## src/rtl/pw_range_pkg.sv

```systemverilog
// Shared sizing for the coarse pulsewidth range identifier.
// Assumes the line length divides evenly into the group count.
package pw_range_pkg;
    localparam int unsigned NUM_TAPS   = 16;
    localparam int unsigned NUM_GROUPS = 4;
    localparam int unsigned GROUP_LEN  = NUM_TAPS / NUM_GROUPS;
    localparam int unsigned SEL_W      = $clog2(NUM_GROUPS);
    typedef logic [NUM_GROUPS-1:0] range_t;
endpackage

```

## src/rtl/pw_tap_sampler.sv

```systemverilog
// Samples the group-boundary taps and the last line cell while the
// reference is high, and flags the reference falling edge.
// Assumes ref_pulse and line are synchronous to clk.
module pw_tap_sampler #(
    parameter int unsigned NUM_TAPS   = 16,
    parameter int unsigned NUM_GROUPS = 4
) (
    input  logic                  clk,
    input  logic                  rst_n,
    input  logic                  ref_pulse,
    input  logic [NUM_TAPS-1:0]   line,
    input  logic                  frozen,
    output logic [NUM_GROUPS-2:0] tap_q,
    output logic                  last_q,
    output logic                  fall
);
    localparam int unsigned GROUP_LEN = NUM_TAPS / NUM_GROUPS;

    logic ref_q;

    // Remember the reference level of the previous edge.
    always_ff @(posedge clk) begin
        if (!rst_n) ref_q <= 1'b0;
        else        ref_q <= ref_pulse;
    end

    assign fall = ref_q && !ref_pulse && !frozen;

    // One flip-flop per boundary tap, loaded while the pulse is high.
    for (genvar t = 1; t < NUM_GROUPS; t++) begin : g_tap
        always_ff @(posedge clk) begin
            if (!rst_n)                    tap_q[t-1] <= 1'b0;
            else if (ref_pulse && !frozen) tap_q[t-1] <= line[t*GROUP_LEN];
        end
    end

    // Overflow sample of the last tapped cell.
    always_ff @(posedge clk) begin
        if (!rst_n)                    last_q <= 1'b0;
        else if (ref_pulse && !frozen) last_q <= line[NUM_TAPS-1];
    end

    // samples hold while the reference is low
    assert_hold_when_low_R5: assert property (@(posedge clk) disable iff (!rst_n)
        !ref_pulse |=> $stable(tap_q) && $stable(last_q));
    // samples hold once frozen
    assert_hold_when_frozen_R4: assert property (@(posedge clk) disable iff (!rst_n)
        frozen |=> $stable(tap_q));
endmodule

```

## src/rtl/pw_range_encoder.sv

```systemverilog
// Turns the last tap samples into a frozen one-hot range, done flag and
// overflow flag at the reference falling edge.
// Assumes tap samples are thermometer-like; the highest high tap wins.
module pw_range_encoder #(
    parameter int unsigned NUM_GROUPS = 4
) (
    input  logic                  clk,
    input  logic                  rst_n,
    input  logic                  fall,
    input  logic [NUM_GROUPS-2:0] tap_q,
    input  logic                  last_q,
    output logic [NUM_GROUPS-1:0] range_code,
    output logic                  done,
    output logic                  overflow
);
    logic [NUM_GROUPS-1:0] next_code;

    // Priority decode: highest sampled tap picks the range, overflow saturates.
    always_comb begin
        next_code = '0;
        next_code[NUM_GROUPS-1] = 1'b1;
        for (int t = 0; t < NUM_GROUPS-1; t++) begin
            if (tap_q[t]) begin
                next_code = '0;
                next_code[NUM_GROUPS-2-t] = 1'b1;
            end
        end
        if (last_q) begin
            next_code = '0;
            next_code[0] = 1'b1;
        end
    end

    // Capture once at the falling edge, then hold until reset.
    always_ff @(posedge clk) begin
        if (!rst_n) begin
            range_code <= '0;
            range_code[NUM_GROUPS-1] <= 1'b1;
            done     <= 1'b0;
            overflow <= 1'b0;
        end else if (fall && !done) begin
            range_code <= next_code;
            done       <= 1'b1;
            overflow   <= last_q;
        end
    end

    // one-hot range at all times
    assert_onehot_range_R8: assert property (@(posedge clk) disable iff (!rst_n)
        $countones(range_code) == 1);
    // result frozen after done
    assert_frozen_result_R4: assert property (@(posedge clk) disable iff (!rst_n)
        done |=> done && $stable(range_code) && $stable(overflow));
    // overflow forces the top range
    assert_overflow_top_R3: assert property (@(posedge clk) disable iff (!rst_n)
        overflow |-> range_code[0]);
endmodule

```

## src/rtl/pw_window_ctrl.sv

```systemverilog
// Derives the 16-to-4 window select, the selected taps and the delay
// group enables from the range code. Purely combinational.
module pw_window_ctrl #(
    parameter int unsigned NUM_TAPS   = 16,
    parameter int unsigned NUM_GROUPS = 4,
    parameter int unsigned SEL_W      = 2
) (
    input  logic                          clk,
    input  logic                          rst_n,
    input  logic [NUM_GROUPS-1:0]         range_code,
    input  logic                          done,
    input  logic [NUM_TAPS-1:0]           line,
    output logic [SEL_W-1:0]              win_sel,
    output logic [NUM_TAPS/NUM_GROUPS-1:0] win_taps,
    output logic [NUM_GROUPS-1:0]         grp_en
);
    localparam int unsigned GROUP_LEN = NUM_TAPS / NUM_GROUPS;

    // One-hot to index: bit NUM_GROUPS-1 is window 0.
    always_comb begin
        win_sel = '0;
        for (int b = 0; b < NUM_GROUPS; b++) begin
            if (range_code[b]) win_sel = SEL_W'(NUM_GROUPS - 1 - b);
        end
    end

    // Tap window multiplexer.
    assign win_taps = line[win_sel*GROUP_LEN +: GROUP_LEN];

    // Keep groups up to the window powered; all on before done.
    for (genvar g = 0; g < NUM_GROUPS; g++) begin : g_en
        assign grp_en[g] = !done || (g <= int'(win_sel));
    end

    // the selected window's group is always powered
    assert_window_powered_R7: assert property (@(posedge clk) disable iff (!rst_n)
        grp_en[win_sel]);
    // full line powered until done
    assert_all_on_before_done_R7: assert property (@(posedge clk) disable iff (!rst_n)
        !done |-> &grp_en);
endmodule

```

## src/rtl/pw_range_ident.sv

```systemverilog
// Top of the coarse pulsewidth range identifier: samples three boundary
// taps of a 16-entry thermometer line, freezes a one-hot range at the
// reference falling edge, and drives the tap window and group enables.
module pw_range_ident (
    input  logic        clk,
    input  logic        rst_n,
    input  logic        ref_pulse,
    input  logic [15:0] line,
    output logic [3:0]  range_code,
    output logic        done,
    output logic        overflow,
    output logic [1:0]  win_sel,
    output logic [3:0]  win_taps,
    output logic [3:0]  grp_en
);
    import pw_range_pkg::*;

    logic [NUM_GROUPS-2:0] tap_q;
    logic                  last_q;
    logic                  fall;

    pw_tap_sampler #(.NUM_TAPS(NUM_TAPS), .NUM_GROUPS(NUM_GROUPS)) u_sampler (
        .clk(clk), .rst_n(rst_n), .ref_pulse(ref_pulse), .line(line),
        .frozen(done), .tap_q(tap_q), .last_q(last_q), .fall(fall)
    );

    pw_range_encoder #(.NUM_GROUPS(NUM_GROUPS)) u_encoder (
        .clk(clk), .rst_n(rst_n), .fall(fall), .tap_q(tap_q), .last_q(last_q),
        .range_code(range_code), .done(done), .overflow(overflow)
    );

    pw_window_ctrl #(.NUM_TAPS(NUM_TAPS), .NUM_GROUPS(NUM_GROUPS), .SEL_W(SEL_W)) u_window (
        .clk(clk), .rst_n(rst_n), .range_code(range_code), .done(done), .line(line),
        .win_sel(win_sel), .win_taps(win_taps), .grp_en(grp_en)
    );
endmodule

```

## config.mk

```make
export PLATFORM = sky130hd
export DESIGN_NAME = pw_range_ident
export DESIGN_NICKNAME = d
export VERILOG_FILES = /design/src/rtl/pw_range_pkg.sv /design/src/rtl/pw_tap_sampler.sv /design/src/rtl/pw_range_encoder.sv /design/src/rtl/pw_window_ctrl.sv /design/src/rtl/pw_range_ident.sv
export SDC_FILE = /design/constraint.sdc
export NUM_CORES = 1
export LEC_CHECK = 0
export BUFFER_PORTS_ARGS = -buffer_cell sky130_fd_sc_hd__buf_4
export CORE_UTILIZATION = 42
export DETAILED_ROUTE_END_ITERATION = 8
export PLACE_DENSITY = 0.83
export SLEW_MARGIN = 10
export SYNTH_ARGS = -nofsm -noshare
export SYNTH_HDL_FRONTEND = slang
export SYNTH_SLANG_ARGS = --single-unit
```

## constraint.sdc

```tcl
create_clock -name clk -period 1.2 [get_ports clk]
set_input_delay 0.06 -clock clk [delete_from_list [all_inputs] [get_ports clk]]
set_output_delay 0.06 -clock clk [all_outputs]
set_load 0.005 [all_outputs]
```

==> summary.md, run 1 <==
| Metric | Value |
|---|---|
| CTS sink cnt | `11` |
| Rows | `13` |
| Worst VDD drop | `around 640 uV` |
| DRT Pass-1 Iters | `2` |
| Gr usage total | `approximately a fifth` |
| Synthesized area | `~630 sq um` |
| Initial Util | `a little under half` |
| Hold Vio Cnt, Final | `0` |
| Fin. max-slew vios | `0` |
| Failing checks | `negative setup slack` |
| Clock Skew | `roughly 0.0020 ns` |
| Synthesis-to-finish area growth | `67.9%` |
| Final core utilization | `about four fifths` |
| CP Class | `reg -> out` |
| Ports | `35` |
| Placed insts | `roughly 120` |
| Worst skew pair latency | `0.26 ns` |
| Largest area contributor in the synthesized netlist | `dfxtp_1` |
| Initial antenna violation count | `0` |
| Max Fclk | `around 0.7 GHz` |
| Die Ht | `40.7 microns` |
| Clk slew on worst S/H paths | `around 0.070 ns` |
| Hold Path Stages | `2` |
| Total gr overflow | `0` |
| Layout Nets | `around 130` |
| Unrepaired setup endpoints after global routing | `true` |
| Top cell type's share of synthesized area | `about a third` |
| Critical Path RT | `approximately 1.1 ns` |
| Die area | `about 0.0017 sq mm` |
| Worst min path class | `in -> reg` |
| Worst setup EP type | `output pin` |
| CP arrival | `between 1 and 1.5 ns` |
| First-pass GRT wire length | `between 2000 and 2500 microns` |
| Worst r2r path cells | `3` |
| Synth Net Count | `between 90 and 100` |
| PD cells | `around 800 mW/mm^2` |
| Max FO, Critical Path | `6` |
| DRT iter0 DRCs | `9` |
| Core area | `approximately 0.0014 sq mm` |
| Slack of the critical path | `-0.228 ns` |
| Max cap viols | `0` |
| Dpl ws | `about 0.000074 ns` |
| # setup viols final | `8` |
| Post-DRT Antenna Nets | `0` |
| # port buffers | `33` |
| Syn_area_per_cell | `8.72 sq um` |
| Leakage | `roughly 0.5 nW` |
| Antenna cells | `0` |
| Post-DR wirelength/cell | `12.7 microns` |
| CTS H-Tree Depth | `1` |
| Largest net degree at the start of global routing | `12` |
| Final min period | `~1.4 ns` |
| Share of cells above drive strength 1 | `about half` |
| CTS tree | `built` |
| Fin cells | `129` |
| Yosys reg bits | `11` |
| Vias in the first global route | `roughly 510` |
| Hpwl dp | `roughly 1100 microns` |
| Root buffer cell | `clkbuf_4` |
| Yosys cell types | `28` |
| Gate Count Post-Synth | `72` |
| Setup TNS | `-1.20 ns` |
| Via count | `649` |
| Dominant cells by area after synthesis | `dfxtp_1, mux2i_1, nor2b_1, a221o_1, a22o_1` |
| Post-synthesis sequential area ratio | `roughly a third` |
| Tcrit/Tclk final | `119%` |
| Via density | `between 5 and 6` |
| DRC | `0` |
| Number of buffers on the longest clock path | `2` |
| CTS Buf Count | `3` |
| RePlAce Congestion | `roughly 0.77` |
| Die W | `approximately 41 microns` |
| Overall Power | `0.846 mW` |
| Status | `complete, but fails checks` |
| Routed WL | `~1600 microns` |
| Ys Warns | `0` |
| Type of origin of the critical path | `flop` |
-- power breakdown --
| part | switching, mW | total, mW | internal (mW) |
|---|---|---|---|
| clock network | 0.116 | 0.245 | 0.129 |
| logic | 0.0757 | 0.207 | 0.132 |
| registers | 0.0151 | 0.394 | 0.379 |
| total | 0.207 | 0.846 | 0.639 |
-- worst paths after layout --
kind	from	to	slack, ns
worst min register to register	u_sampler.tap_q[1]	u_encoder.range_code[1]	0.50
worst max register to register	u_encoder.done	u_encoder.range_code[3]	0.08
worst min-delay path	ref_pulse	u_sampler.ref_q	0.05
worst max-delay path	u_encoder.range_code[1]	win_taps[1]	-0.23
-- cell usage after synthesis --
cell type   n
dfxtp_1    11
nor2b_1     7
nor2_1      6
mux2i_1     5
a21oi_1     4
a221o_1     4
a22o_1      4
inv_1       4
clkbuf_1    3
a21boi_0    2
buf_4       2
nand2_1     2
nand2b_1    2
nor3_1      2
a21bo_2     1
a21boi_1    1
and2_1      1
clkbuf_2    1
conb_1      1
nand3_1     1
nand4b_1    1
nor2b_2     1
nor3b_4     1
o211a_1     1
o21a_1      1
o21ai_0     1
or2_1       1
or2b_1      1
-- worst max-delay path, stage by stage, from the launching register on --
cell and delay (ns):
dfxtp_4 0.37, buf_6 0.12, a221o_1 0.31, a22o_1 0.18, buf_4 0.13
-- layout by cell type (no fill, tap or decap), drive strengths merged --
cell type,netlist,final
a21bo,1,1
a21boi,3,3
a21oi,4,4
a221o,4,4
a22o,4,4
and2,1,1
buf,2,44
clkbuf,4,4
conb,1,1
dfxtp,11,11
inv,4,4
mux2i,5,5
nand2,2,2
nand2b,2,2
nand3,1,1
nand4b,1,1
nor2,6,6
nor2b,8,8
nor3,2,2
nor3b,1,1
o211a,1,1
o21a,1,1
o21ai,1,1
or2,1,1
or2b,1,1
-- cell type report --
cell class,instances,area (sq um)
multi-input cells,51,402
repair buffers,44,364
fillers,103,295
flip-flops and latches,11,229
clock buffers,4,26.3
well taps,15,18.8
inverters,4,15.0
-- what timing repair did --
item	CTS	global route
hold buffers	0	0
buffers inserted	1	1
pin swaps	2	2
resized for setup	17	7
setup endpoints to repair	9	9
-- routing by layer --
metal / wire length (microns) / up-vias / share of wire [%] / GRT usage, %
met3: 118 / 2 / 7.2 / 1.63
met5: 0 / - / 0 / 0
li1: - / 335 / - / -
met4: 23 / 0 / 1.4 / 7.50
met2: 782 / 30 / 48 / 34.5
met1: 712 / 282 / 43 / 24.4
-- flip-flops by register name, summed over array words and instances, names as in the netlist --
| name | count |
|---|---|
| u_sampler.ref_q | 1 |
| u_encoder.done | 1 |
| u_sampler.tap_q | 3 |
| u_encoder.range_code | 4 |
| u_sampler.last_q | 1 |
| u_encoder.overflow | 1 |
-- metrics by stage --
stage / area (sq um) / hold slack [ns]
2_1_floorplan: 628 / 0.182
3_3_place_gp: 938 / 0.306
3_5_place_dp: 938 / 0.314
4_1_cts: 1030 / 0.0356
5_1_grt: 1050 / 0.0440
6_report: 1050 / 0.0470
-- cells by family after synthesis --
kind of cell           count (synthesis)  share of synthesized area [%]
other                                  1                          0.597
AO/OA/AOI/OAI                         19                           23.9
flip-flops                            11                           35.1
buffers and inverters                 10                           7.37
multiplexers                           5                           7.97
AND/OR/NAND/NOR                       26                           25.1
Power figures use the tool's default switching activity.
==> run 2, diff against run 1 <==
--- a/config.mk
+++ b/config.mk
@@ -6,9 +6,10 @@
 export NUM_CORES = 1
 export LEC_CHECK = 0
 export BUFFER_PORTS_ARGS = -buffer_cell sky130_fd_sc_hd__buf_4
-export CORE_UTILIZATION = 42
+export CORE_UTILIZATION = 38
 export DETAILED_ROUTE_END_ITERATION = 8
-export PLACE_DENSITY = 0.83
+export PLACE_DENSITY = 0.8
+export REMOVE_ABC_BUFFERS = 1
 export SLEW_MARGIN = 10
 export SYNTH_ARGS = -nofsm -noshare
 export SYNTH_HDL_FRONTEND = slang
==> constraint.sdc (replaced) <==
create_clock -name clk -period 1.25 [get_ports clk]
set_input_delay 0.0625 -clock clk [delete_from_list [all_inputs] [get_ports clk]]
set_output_delay 0.0625 -clock clk [all_outputs]
set_load 0.005 [all_outputs]
==> summary.md, run 2 (same netlist as run 1, synthesis figures left out) <==
| Metric | Value |
|---|---|
| Status | `complete, but fails checks` |
| Failing checks | `negative setup slack` |
| Leakage | `between 0.4 and 0.5 nW` |
| Via count | `644` |
| PD cells | `809 mW/mm^2` |
| Core area | `between 0.0015 and 0.002 sq mm` |
| CP Buf/Inv Count | `2` |
| Most Crowded Layer GR | `met2` |
| Clock Skew | `0.000786 ns` |
| Die area | `0.00182 sq mm` |
| Commonest non-fill, non-tap cell in the layout | `buf_4` |
| Largest register FFs | `4` |
| Routed WL | `about 1600 microns` |
| Crit path cell chain | `buf_6, a221o_1, a22o_1, buf_4` |
| CTS tree | `built` |
| Worst min path class | `in -> reg` |
| CP arrival | `1.37 ns` |
| R2R setup slack | `0.14 ns` |
| DRT Pass-1 Iters | `4` |
| CP peak stage delay | `0.38 ns` |
| Sw frac | `about 24%` |
| Hold Path Stages | `2` |
| Dpl ws | `0.0307 ns` |
| CTS Hold Buffers Added | `0` |
| Die W | `roughly 43 microns` |
| Fin. max-slew vios | `0` |
| Worst path slowest cell | `dfxtp_4` |
| Hpwl dp | `1160 microns` |
| Layout Nets | `132` |
| Ports | `35` |
| Unrepaired setup endpoints after global routing | `true` |
| Hold Vio Cnt, Final | `0` |
| Hold Crit Start | `rst_n` |
| Worst setup EP type | `output pin` |
| Reg2reg start | `u_encoder.done` |
| DRC | `0` |
| Placed insts | `123` |
| Root buffer cell | `clkbuf_4` |
| Most frequent cells in the layout | `buf_4, dfxtp_1, nor2b_1` |
| Post-DR wirelength/cell | `~12 microns` |
| Critical Path RT | `about 1.2 ns` |
| Max cap viols | `0` |
| Worst r2r path cells | `3` |
| NetSw | `~0.19 mW` |
| Type of origin of the critical path | `flop` |
| Clk network pwr share | `about 30%` |
| Initial Util | `between 40% and 50%` |
| Fin cells | `approximately 130` |
| Worst Hold End | `u_encoder.range_code[3]` |
| Critical path's top delay family | `compound AO/OA/AOI/OAI gates` |
| Comb pwr share | `22.5%` |
| Synthesis-to-finish area growth | `56.2%` |
| Met3 Use GR | `around 3%` |
| RePlAce Congestion | `roughly 0.76` |
| CTS Buf Count | `3` |
| Max Fclk | `between 0.6 and 0.7 GHz` |
| # setup viols final | `7` |
| Total gr overflow | `0` |
| Tcrit/Tclk final | `115%` |
| Worst skew pair latency | `0.26 ns` |
| Share of cells above drive strength 1 | `between 40% and 50%` |
| Number of buffers on the longest clock path | `2` |
| Routing usage on met2 | `32.4%` |
| Vias in the first global route | `589` |
| Initial antenna violation count | `0` |
| Largest regs | `u_encoder.range_code x4, u_sampler.tap_q x3` |
| Setup TNS | `-0.820 ns` |
| Largest Register | `u_encoder.range_code` |
| CTS H-Tree Depth | `1` |
| Gr usage total | `about a fifth` |
| CTS sink cnt | `11` |
| # port buffers | `33` |
| Crit Reg-Reg Endpoint | `u_encoder.range_code[3]` |
| DRT iter0 DRCs | `7` |
| Final core utilization | `between 60% and 70%` |
| Total internal power | `~0.60 mW` |
| Largest net degree at the start of global routing | `12` |
| Max FO, Critical Path | `7` |
| Final min period | `roughly 1.4 ns` |
| Rows | `14` |
| Post-DRT Antenna Nets | `0` |
| Die Ht | `~43 microns` |
| Via density | `5.03` |
| Antenna cells | `0` |
| Slack of the critical path | `-0.184 ns` |
| CP Class | `reg -> out` |
| Worst VDD drop | `796 uV` |
| Routing usage on met1 | `a little under a quarter` |
| First-pass GRT wire length | `around 2600 microns` |
| Clk slew on worst S/H paths | `approximately 0.070 ns` |
| Flop pwr share | `47.6%` |
==> run 2: layout make-up <==
class | count | area (sq um)
Sequential cell | 11 | 226
Inverter | 4 | 15.0
Timing Repair Buffer | 42 | 319
Multi-Input combinational cell | 51 | 374
Clock buffer | 4 | 26.3
Tap cell | 16 | 20.0
Fill cell | 145 | 543
==> run 2: worst max path at each step <==
stage	start	to	slack, ns	depth (start not counted)
6_report	u_encoder.range_code[1]	win_taps[2]	-0.18	4
5_1_grt	u_encoder.range_code[1]	win_taps[2]	-0.26	4
4_1_cts	u_encoder.range_code[1]	win_taps[2]	-0.19	4
3_5_place_dp	u_encoder.range_code[1]	win_taps[0]	0.03	4
3_3_place_gp	u_encoder.range_code[1]	win_taps[0]	0.05	4
2_1_floorplan	u_encoder.range_code[2]	win_taps[0]	0.11	3
==> run 2: stage by stage <==
stage	hold WS, ns	area [sq um]	power (mW)
floorplan	0.139	597	0.459
global placement	0.309	925	0.558
detailed placement	0.319	925	0.562
CTS	0.0385	968	0.798
global route	0.0302	981	0.844
finish	0.0470	981	0.794
==> run 2: what timing repair did <==
action,4_1_cts,5_1_grt
gates resized for setup,5,3
pin swaps,1,1
endpoints found under the hold margin,0,0
setup buffers,0,1
endpoints found under the setup margin,8,9
==> run 2: power by group through the flow <==
stage | Clock (mW) | Combinational [mW] | Sequential [mW]
after floorplan | 0 | 0.0699 | 0.389
after global routing | 0.267 | 0.197 | 0.381
after CTS | 0.242 | 0.177 | 0.378
after detailed placement | 0 | 0.175 | 0.387
final | 0.237 | 0.178 | 0.378
after global placement | 0 | 0.172 | 0.386
==> run 2: metal layers <==
| layer | vias up | share of wire, % |
|---|---|---|
| met5 | - | 0 |
| met4 | 0 | 0 |
| met3 | 0 | 6.5 |
| met2 | 28 | 50 |
| met1 | 286 | 44 |
| li1 | 330 | - |
